$ cat src/rtl/ssd_pkg.sv
package ssd_pkg;
    typedef enum logic [0:0] {
        S_IDLE = 1'b0,
        S_RUN  = 1'b1
    } ssd_state_e;
endpackage

$ cat src/rtl/ssd_chunk_calc.sv
// Per-segment arithmetic: what is left, how much fits into one descriptor,
// and whether the segment as presented is legal.
module ssd_chunk_calc #(
    parameter int LEN_W     = 32,
    parameter int MAX_CHUNK = 32'hFFF00
) (
    input  logic [1:0]       addr_lsb,
    input  logic [LEN_W-1:0] seg_len,
    input  logic [LEN_W-1:0] off,
    output logic             bad,
    output logic             rem_zero,
    output logic             tail,
    output logic [LEN_W-1:0] chunk
);
    localparam logic [LEN_W-1:0] MAX_L = LEN_W'(MAX_CHUNK);

    logic [LEN_W-1:0] remain;
    logic             big;

    always_comb begin
        remain   = seg_len - off;
        bad      = (|addr_lsb) || (|seg_len[1:0]) || (|off[1:0]) || (off > seg_len);
        rem_zero = (remain == '0);
        big      = (remain > MAX_L);
        chunk    = big ? MAX_L : remain;
        tail     = !big;
    end
endmodule

$ cat src/rtl/ssd_addr_route.sv
// Maps host/device addresses onto source/destination by direction.
module ssd_addr_route #(
    parameter int ADDR_W = 64
) (
    input  logic              to_dev,
    input  logic [ADDR_W-1:0] host,
    input  logic [ADDR_W-1:0] dev,
    output logic [ADDR_W-1:0] src,
    output logic [ADDR_W-1:0] dst
);
    always_comb begin
        src = to_dev ? host : dev;
        dst = to_dev ? dev  : host;
    end
endmodule

$ cat src/rtl/ssd_splitter.sv
module ssd_splitter #(
    parameter int ADDR_W    = 64,
    parameter int LEN_W     = 32,
    parameter int IDX_W     = 16,
    parameter int DEPTH     = 128,
    parameter int MAX_CHUNK = 32'hFFF00,
    localparam int ID_W     = $clog2(DEPTH),
    localparam int CNT_W    = $clog2(DEPTH + 1),
    localparam int WORDS_W  = $clog2(MAX_CHUNK / 4 + 1)
) (
    input  logic               clk,
    input  logic               rst_n,
    input  logic               start,
    input  logic               dir_to_dev,
    input  logic [IDX_W-1:0]   seg_count,
    input  logic [IDX_W-1:0]   resume_idx,
    input  logic [LEN_W-1:0]   resume_off,
    input  logic [ADDR_W-1:0]  dev_start,
    output logic [IDX_W-1:0]   seg_rd_idx,
    input  logic [ADDR_W-1:0]  seg_host_addr,
    input  logic [LEN_W-1:0]   seg_len,
    output logic               desc_valid,
    output logic [ID_W-1:0]    desc_id,
    output logic [ADDR_W-1:0]  desc_src,
    output logic [ADDR_W-1:0]  desc_dst,
    output logic [WORDS_W-1:0] desc_words,
    output logic               done,
    output logic               done_err,
    output logic               done_all,
    output logic [CNT_W-1:0]   done_count,
    output logic [IDX_W-1:0]   done_idx,
    output logic [LEN_W-1:0]   done_off
);
    import ssd_pkg::*;

    localparam logic [CNT_W-1:0] LAST_SLOT = CNT_W'(DEPTH - 1);

    typedef struct packed {
        ssd_state_e         st;
        logic               dir;
        logic [IDX_W-1:0]   idx;
        logic [IDX_W-1:0]   last;
        logic [LEN_W-1:0]   off;
        logic [ADDR_W-1:0]  dev;
        logic [CNT_W-1:0]   cnt;
        logic               dv;
        logic [ID_W-1:0]    did;
        logic [ADDR_W-1:0]  dsrc;
        logic [ADDR_W-1:0]  ddst;
        logic [WORDS_W-1:0] dwords;
        logic               fin;
        logic               ferr;
        logic               fall;
        logic [CNT_W-1:0]   fcnt;
        logic [IDX_W-1:0]   fidx;
        logic [LEN_W-1:0]   foff;
    } ssd_regs_t;

    ssd_regs_t q, d;

    logic             c_bad, c_rem_zero, c_tail;
    logic [LEN_W-1:0] c_chunk;
    logic [ADDR_W-1:0] host_cur, r_src, r_dst;

    ssd_chunk_calc #(
        .LEN_W    (LEN_W),
        .MAX_CHUNK(MAX_CHUNK)
    ) u_chunk (
        .addr_lsb(seg_host_addr[1:0]),
        .seg_len (seg_len),
        .off     (q.off),
        .bad     (c_bad),
        .rem_zero(c_rem_zero),
        .tail    (c_tail),
        .chunk   (c_chunk)
    );

    assign host_cur = seg_host_addr + ADDR_W'(q.off);

    ssd_addr_route #(
        .ADDR_W(ADDR_W)
    ) u_route (
        .to_dev(q.dir),
        .host  (host_cur),
        .dev   (q.dev),
        .src   (r_src),
        .dst   (r_dst)
    );

    logic [LEN_W-1:0] new_off;
    logic             is_last_seg;

    always_comb begin
        d           = q;
        d.dv        = 1'b0;
        d.fin       = 1'b0;
        new_off     = q.off + c_chunk;
        is_last_seg = (q.idx == q.last);
        case (q.st)
            S_IDLE: begin
                if (start) begin
                    d.dir  = dir_to_dev;
                    d.idx  = resume_idx;
                    d.off  = resume_off;
                    d.dev  = dev_start;
                    d.cnt  = '0;
                    d.last = seg_count - 1'b1;
                    if ((resume_idx >= seg_count) || (|resume_off[1:0]) || (|dev_start[1:0])) begin
                        d.fin  = 1'b1;
                        d.ferr = 1'b1;
                        d.fall = 1'b0;
                        d.fcnt = '0;
                        d.fidx = resume_idx;
                        d.foff = resume_off;
                    end else begin
                        d.st = S_RUN;
                    end
                end
            end
            S_RUN: begin
                if (c_bad) begin
                    d.st   = S_IDLE;
                    d.fin  = 1'b1;
                    d.ferr = 1'b1;
                    d.fall = 1'b0;
                    d.fcnt = q.cnt;
                    d.fidx = q.idx;
                    d.foff = q.off;
                end else if (c_rem_zero) begin
                    if (is_last_seg) begin
                        d.st   = S_IDLE;
                        d.fin  = 1'b1;
                        d.ferr = 1'b0;
                        d.fall = 1'b1;
                        d.fcnt = q.cnt;
                        d.fidx = q.idx;
                        d.foff = q.off;
                    end else begin
                        d.idx = q.idx + 1'b1;
                        d.off = '0;
                    end
                end else begin
                    d.dv     = 1'b1;
                    d.did    = ID_W'(q.cnt);
                    d.dsrc   = r_src;
                    d.ddst   = r_dst;
                    d.dwords = WORDS_W'(c_chunk >> 2);
                    d.dev    = q.dev + ADDR_W'(c_chunk);
                    d.cnt    = q.cnt + 1'b1;
                    if ((c_tail && is_last_seg) || (q.cnt == LAST_SLOT)) begin
                        d.st   = S_IDLE;
                        d.fin  = 1'b1;
                        d.ferr = 1'b0;
                        d.fall = c_tail && is_last_seg;
                        d.fcnt = q.cnt + 1'b1;
                        d.fidx = q.idx;
                        d.foff = new_off;
                    end else if (c_tail) begin
                        d.idx = q.idx + 1'b1;
                        d.off = '0;
                    end else begin
                        d.off = new_off;
                    end
                end
            end
            default: d.st = S_IDLE;
        endcase
    end

    always_ff @(posedge clk or negedge rst_n) begin
        if (!rst_n) begin
            q <= '0;
        end else begin
            q <= d;
        end
    end

    assign seg_rd_idx = q.idx;
    assign desc_valid = q.dv;
    assign desc_id    = q.did;
    assign desc_src   = q.dsrc;
    assign desc_dst   = q.ddst;
    assign desc_words = q.dwords;
    assign done       = q.fin;
    assign done_err   = q.ferr;
    assign done_all   = q.fall;
    assign done_count = q.fcnt;
    assign done_idx   = q.fidx;
    assign done_off   = q.foff;
endmodule

$ cat config.mk
export PLATFORM = sky130hd
export DESIGN_NAME = ssd_splitter
export DESIGN_NICKNAME = d
export VERILOG_FILES = /design/src/rtl/ssd_pkg.sv /design/src/rtl/ssd_chunk_calc.sv /design/src/rtl/ssd_addr_route.sv /design/src/rtl/ssd_splitter.sv
export SDC_FILE = /design/constraint.sdc
export NUM_CORES = 1
export LEC_CHECK = 0
export BUFFER_PORTS_ARGS = -buffer_cell sky130_fd_sc_hd__buf_4
export CAP_MARGIN = 25
export CORE_UTILIZATION = 45
export DETAILED_ROUTE_END_ITERATION = 8
export PLACE_DENSITY_LB_ADDON = 0.1
export REMOVE_ABC_BUFFERS = 1
export SYNTH_ARGS = -nofsm -noshare
export SYNTH_HDL_FRONTEND = slang
export SYNTH_SLANG_ARGS = --single-unit
$ cat constraint.sdc
create_clock -name clk -period 10.9 [get_ports clk]
set_input_delay 0.545 -clock clk [delete_from_list [all_inputs] [get_ports clk]]
set_output_delay 0.545 -clock clk [all_outputs]
set_load 0.1 [all_outputs]
Word level (Yosys, flattened, before mapping)
Index checks and enable logic that the tools add are counted.

Flip-flop bits (word level): 351. Bits of input ports: 228. Output and inout bits: 229. Logic and storage cells: 93.

Add/subtract/negate cells: 7. Magnitude comparators: 3. Eq/ne operators: 11. Multiplexer cells: 31. Bitwise operators: 3. Reduce and logical (&&, ||, !) cells: 20.

Operator list (number): 2-to-1 mux 59 bit (6); 2-to-1 mux 258 bit (1); 2-to-1 mux 226 bit (1); case mux 104 bit (2 select lines) (1); 2-to-1 mux 32 bit (5); 2-to-1 mux 154 bit (1); 2-to-1 mux 138 bit (1); adder 64 x 32 -> 64 bit (2); 2-to-1 mux 64 bit (2); case mux 59 bit (2 select lines) (1); 2-to-1 mux 16 bit (5); adder 32 bit (1); greater-than comparator 32 x 20 -> 1 bit (second input constant) (1); greater-than comparator 32 bit (1); logical NOT 32 bit (1); case mux 16 bit (2 select lines) (1); subtractor 32 bit (1); adder 16 x 1 -> 16 bit (second input constant) (1); == test 16 bit (1); greater-or-equal comparator 16 bit (1); subtractor 16 x 1 -> 16 bit (second input constant) (1); OR reduction 2 bit (5); != test 3 bit (second input constant) (3); adder 8 x 1 -> 8 bit (second input constant) (1); other kinds (14) (30).

Depth between registers and ports, before layout
Depth in word-level cells: 9. Depth in mapped cells: 33. Depth with buffers taken out: 31.

Cells and area by module
Synthesis repeated with hierarchy kept, for this count alone.

Cell total of the unflattened synthesis: 3324. Area total of the unflattened synthesis: 27306.2 um2.

By module, submodules not included: ssd_splitter (instances 1, cells each 2796, area an instance 23229.8 um2, sequential area each 8783.4 um2); ssd_chunk_calc (instances 1, cells each 386, area an instance 2457.4 um2, sequential area each 0.0 um2); ssd_addr_route (instances 1, cells each 142, area an instance 1619.1 um2, sequential area each 0.0 um2).

Worst setup path after synthesis
OpenSTA, ideal clock, no wires.

Path kind: input -> register. From: in seg_len[0]. To: reg q[255] in the netlist's numbering. Arrival time: 6222 ps. Required time: 10774 ps. Slack: 4553 ps. Cell stages on the path: 33. Buffers on the path: 2. Cell sequence: inv_1 -> ha_1 -> inv_1 -> fa_1 -> a21o_1 -> a311o_1 -> nand2_1 -> nand4b_1 -> a21oi_2 -> xnor2_1 -> a2111oi_4 -> nand4_2 -> or3_1 -> buf_2 -> nor2_1 -> ha_1 -> a21o_1 -> a21o_1 -> a21o_1 -> a21o_1 -> a21o_1 -> a21oi_1 -> o31ai_1 -> a21oi_1 -> o21ai_0 -> a21o_1 -> o21ai_0 -> o21ai_1 -> and2_1 -> buf_2 -> nand2_1 -> nor2_1 -> a221o_1.

Word-level cells in the longest chain between the ends: 7.

Ends and longest elaborated chain: from (decl) (RTL line ssd_splitter.sv:21) `input logic [LEN_W-1:0] seg_len,`; subtractor 32 bit * (RTL line ssd_chunk_calc.sv:21) `remain = seg_len - off;`; greater-than comparator 32 x 20 -> 1 bit (RTL line ssd_chunk_calc.sv:24) `big = (remain > MAX_L);`; 2-to-1 mux 32 bit * (RTL line ssd_chunk_calc.sv:25) `chunk = big ? MAX_L : remain;`; net c_chunk[7] (RTL line ssd_splitter.sv:62) `logic [LEN_W-1:0] c_chunk;`; adder 64 x 32 -> 64 bit * (RTL line ssd_splitter.sv:148) `d.dev = q.dev + ADDR_W'(c_chunk);`; 2-to-1 mux 226 bit * (RTL line ssd_splitter.sv:129) `end else if (c_rem_zero) begin`; 2-to-1 mux 258 bit * (RTL line ssd_splitter.sv:121) `if (c_bad) begin`; case mux 104 bit (2 select lines) * (RTL line ssd_splitter.sv:99) `case (q.st)`; to (signal assigned) (RTL line ssd_splitter.sv:172) `q <= '0;`; to (signal assigned) (RTL line ssd_splitter.sv:174) `q <= d;`; to (decl) (RTL line ssd_splitter.sv:59) `ssd_regs_t q, d;`.

Mark *: on every way through the listed nets, which the timed path passes. The rest lies on a longest branch. The select of a mux whose other input is x is not followed. A chain may end at the register's enable or synchronous reset.

Worst setup path in the final report
From: reg q[289] in the netlist's numbering. To: reg q[267] in the netlist's numbering.

Word-level cells in the longest chain between the ends: 7.

Ends and longest elaborated chain (RTL line): subtractor 32 bit * (ssd_chunk_calc.sv:21); greater-than comparator 32 x 20 -> 1 bit (ssd_chunk_calc.sv:24); 2-to-1 mux 32 bit * (ssd_chunk_calc.sv:25); net c_chunk[7] (ssd_splitter.sv:62); adder 64 x 32 -> 64 bit * (ssd_splitter.sv:148); 2-to-1 mux 226 bit * (ssd_splitter.sv:129); 2-to-1 mux 258 bit * (ssd_splitter.sv:121); case mux 104 bit (2 select lines) * (ssd_splitter.sv:99).

Marked as above.

==> metrics.yaml <==
run_status:
  status: "finished, final reports clean"
logic_synthesis:
  yosys_most_used_dff: "sky130_fd_sc_hd__dfrtp_1"
  ys_top_cells_by_count: "sky130_fd_sc_hd__nand2_1 (423), sky130_fd_sc_hd__dfrtp_1 (351), sky130_fd_sc_hd__o21ai_0 (295)"
  synthArstFlopShare_pct: 100.0
  yosysWarnings: 0
  netlist-cell-type-count: 104
  synth.ff_latch_count: 351
  yosysSeqAreaShare_pct: 33.44
  netlist_top_cells_area: "sky130_fd_sc_hd__dfrtp_1 (33%), sky130_fd_sc_hd__ha_1 (7.0%), sky130_fd_sc_hd__buf_4 (6.5%)"
  syn-cell-area_sq_um: 26270
  post-synth-top-area-fraction_pct: 33.44
  synth_top_cell_by_area: "sky130_fd_sc_hd__dfrtp_1"
  dominant_cell_by_count_in_the_synthesized_netlist: "sky130_fd_sc_hd__nand2_1"
  post_synth_inst_count: 3161
  synth-edff-count: 0
  synth.avg_cell_area_sq_um: 8.310
floorplan:
  core-area_sq_um: 57700
  num_rows: 88
  die_w_um: 243.6
  design.die.area_sq_um: 59340
  effective_utilization_at_floorplan_pct: 45.53
  die_h_um: 243.6
  total_i_o_pin_count: 457
finish:
  layout.nets: 3692
  final_util_pct: 52.18
  drive_gt1_share_pct: 18.64
  filler_cell_count: 5540
  multiInputGateArea_sq_um: 14820
  area_growth_pct: 14.62
  area.sequential_sq_um: 8787
timing:
  final_hold_viol_count: 0
  finalCriticalPeriod_ns: 7.700
  grt_setup_unrepaired: "false"
  maxSlewViolCount: 0
  slew_headroom_pct: 29.12
  final_worst_path_cycle_share_pct: 70.64
  worst_slew_pin_slew_ns: 1.063
  finalSetupViolCount: 0
  fin_hold_ws_ns: 0.05629
  finClkSkew_ns: 0.01641
  maxClockFrequency_mhz: 129.9
global_routing:
  gr-usage-all-layers_pct: 30.30
  largest_net_degree_at_the_start_of_global_routing: 212
  antenna_found_initial: 3
  first_pass_grt_wire_length_mm: 140.1
  globalRoute.totalOverflow: 0
  grt_pass1_vias: 23254
critical_path:
  path_common_cell: "sky130_fd_sc_hd__a21o_1"
  cp_slowest_cell: "sky130_fd_sc_hd__or3_1"
  timing.critical_path.required_ns: 11.35
  worstSetupPathType: "flip-flop to flip-flop"
  crit_path_max_incr_delay_ns: 0.58
  r2r-end: "q[267]$_DFFE_PN0P_"
  worst-r2r-setup-slack_ns: 3.20
  rr_startpoint: "q[289]$_DFFE_PN0P_"
  critical_path.endpoint_type: "flip-flop"
  worst-endpoint-arrival_ns: 8.15
  cp_max_fo: 10
  worstSetupStartpointType: "flip-flop"
  worst_r2r_path_depth: 29
clock_tree:
  cts.repair.resized: 0
  clockBufferDepth: 3
  hold_buffers: 0
  post-cts-setup-buffers: 0
  clk_pin_slew_worst_paths_ns: 0.06
  cts_tree: "built"
  clk_latency_ns: 0.58
  cts_max_level: 2
  tritoncts.num_buffers: 43
  clock_sinks: 351
  clockRootBuffer: "sky130_fd_sc_hd__clkbuf_16"
routing:
  detail_route.drc_violations: 0
  vias_per_cell: 5.875
  wirelength_mm: 91.94
  dr_total_vias: 24177
  ant_nets: 0
  detail_route.first_pass.iterations: 7
  drtIter0Drc: 2004
  wire_per_inst_um: 22.34
power:
  design_power_total_w: 0.004344
  powerDensity_nw_per_um2: 144.3
  leakage_component_of_the_power_nw: 14.19
  ir_worst_vdd_mv: 0.1072
placement:
  gpl.final_weighted_congestion: 0.9368
  detailed_place_hpwl_mm: 68.96
  io_buffers: 456
flow_run:
  maxCapViolations: 0
min_path:
  timing.hold.worst.class: "input port to asynchronous set/reset pin"
[area by class of cell]
class	instances	area share [%]
Antenna cell	2	0.01662
Clock buffer	61	4.164
Clock inverter	16	0.6441
Inverter	102	1.280
Multi-Input combinational cell	2332	49.23
Sequential cell	351	29.19
Tap cell	765	3.179
Timing Repair Buffer	486	12.30
[metrics by stage]
step | setup TNS [ns] | setup slack [ns] | std cells | cell area (sq um)
final | 0 | 3.200 | 4115 | 30110
after global routing | 0 | 2.777 | 4114 | 30110
after CTS | 0 | 3.326 | 4108 | 30030
after detailed placement | 0 | 3.186 | 4031 | 28580
after global placement | 0 | 2.350 | 4030 | 28570
after floorplan | -54.64 | -1.053 | 2785 | 23940
[state kept, by name, summed over array words and instances, names as in the netlist, 7 cells and up]
signal and cells:
q 122, done_idx 16, desc_src 64, desc_dst 64, desc_words 18, done_off 32
desc_id 7, seg_rd_idx 16, done_count 8
[report_power, final]
group / switching, W / total, W / internal [W] / leakage, nW
clock: 0.000612 / 0.00151 / 0.000895 / 0.718
combinational: 0.000885 / 0.00134 / 0.000453 / 8.93
sequential: 0.000120 / 0.00150 / 0.00138 / 4.54
[placed cells by master, fill, tap and decap left out, types with 20 or more instances in the layout]
cell | netlist | final
sky130_fd_sc_hd__a221oi_1 | 22 | 22
sky130_fd_sc_hd__dfrtp_1 | 351 | 350
sky130_fd_sc_hd__nand3_1 | 63 | 63
sky130_fd_sc_hd__xnor2_1 | 113 | 113
sky130_fd_sc_hd__a222oi_1 | 28 | 28
sky130_fd_sc_hd__nand2b_1 | 27 | 27
sky130_fd_sc_hd__nor3_1 | 50 | 48
sky130_fd_sc_hd__a22oi_1 | 58 | 58
sky130_fd_sc_hd__nand4_1 | 43 | 43
sky130_fd_sc_hd__nand2_1 | 423 | 422
sky130_fd_sc_hd__ha_1 | 146 | 146
sky130_fd_sc_hd__a31oi_1 | 43 | 43
sky130_fd_sc_hd__buf_4 | 226 | 480
sky130_fd_sc_hd__xor2_1 | 51 | 51
sky130_fd_sc_hd__nor2b_1 | 23 | 22
sky130_fd_sc_hd__and3_1 | 41 | 41
sky130_fd_sc_hd__o21ai_0 | 295 | 295
sky130_fd_sc_hd__a21oi_1 | 212 | 211
sky130_fd_sc_hd__a21o_1 | 78 | 78
sky130_fd_sc_hd__mux2_2 | 20 | 20
sky130_fd_sc_hd__clkbuf_16 | 0 | 43
sky130_fd_sc_hd__mux2i_1 | 58 | 58
sky130_fd_sc_hd__nor2_1 | 213 | 210
sky130_fd_sc_hd__inv_1 | 99 | 99
sky130_fd_sc_hd__o21a_1 | 23 | 23
[worst max-delay path by stage]
stage	start	endpoint	slack, ns	cells past startpoint
floorplan	seg_len[0]	q[247]$_DFFE_PN0P_	-1.05	19
global placement	seg_len[0]	q[257]$_DFFE_PN0P_	2.35	26
detailed placement	seg_len[0]	q[267]$_DFFE_PN0P_	3.19	32
CTS	q[285]$_DFFE_PN0P_	q[267]$_DFFE_PN0P_	3.33	30
global route	q[286]$_DFFE_PN0P_	q[277]$_DFFE_PN0P_	2.78	29
finish	q[289]$_DFFE_PN0P_	q[267]$_DFFE_PN0P_	3.20	29
[per-layer routing]
layer	up-vias	GRT usage [%]	part of all wire (%)
met3	135	4.428	6.0
li1	11404	-	-
met4	4	8.640	2.5
met5	-	0	0.028
met1	11786	40.81	44
met2	848	50.39	48
[logic make-up after synthesis]
family                     share of synthesized area [%]
muxes                                              3.111
buffers and inverters                              10.53
and+or+nand+nor                                    17.17
xor gates and xnor gates                           5.468
DFF                                                33.44
AOI/OAI and AO/OA                                  23.12
adders and majority gates                          7.145
other                                            0.01428
[worst max-delay path: cells and delay by family (launching register included)]
| kind | cells | cell delay, ns |
|---|---|---|
| buf+inv | 1 | 0.07 |
| compound gates | 19 | 4.18 |
| simple gates | 6 | 1.61 |
| xor+xnor | 1 | 0.50 |
| fa+ha+maj | 2 | 0.70 |
| flops | 1 | 0.48 |
Power figures use the tool's default switching activity.
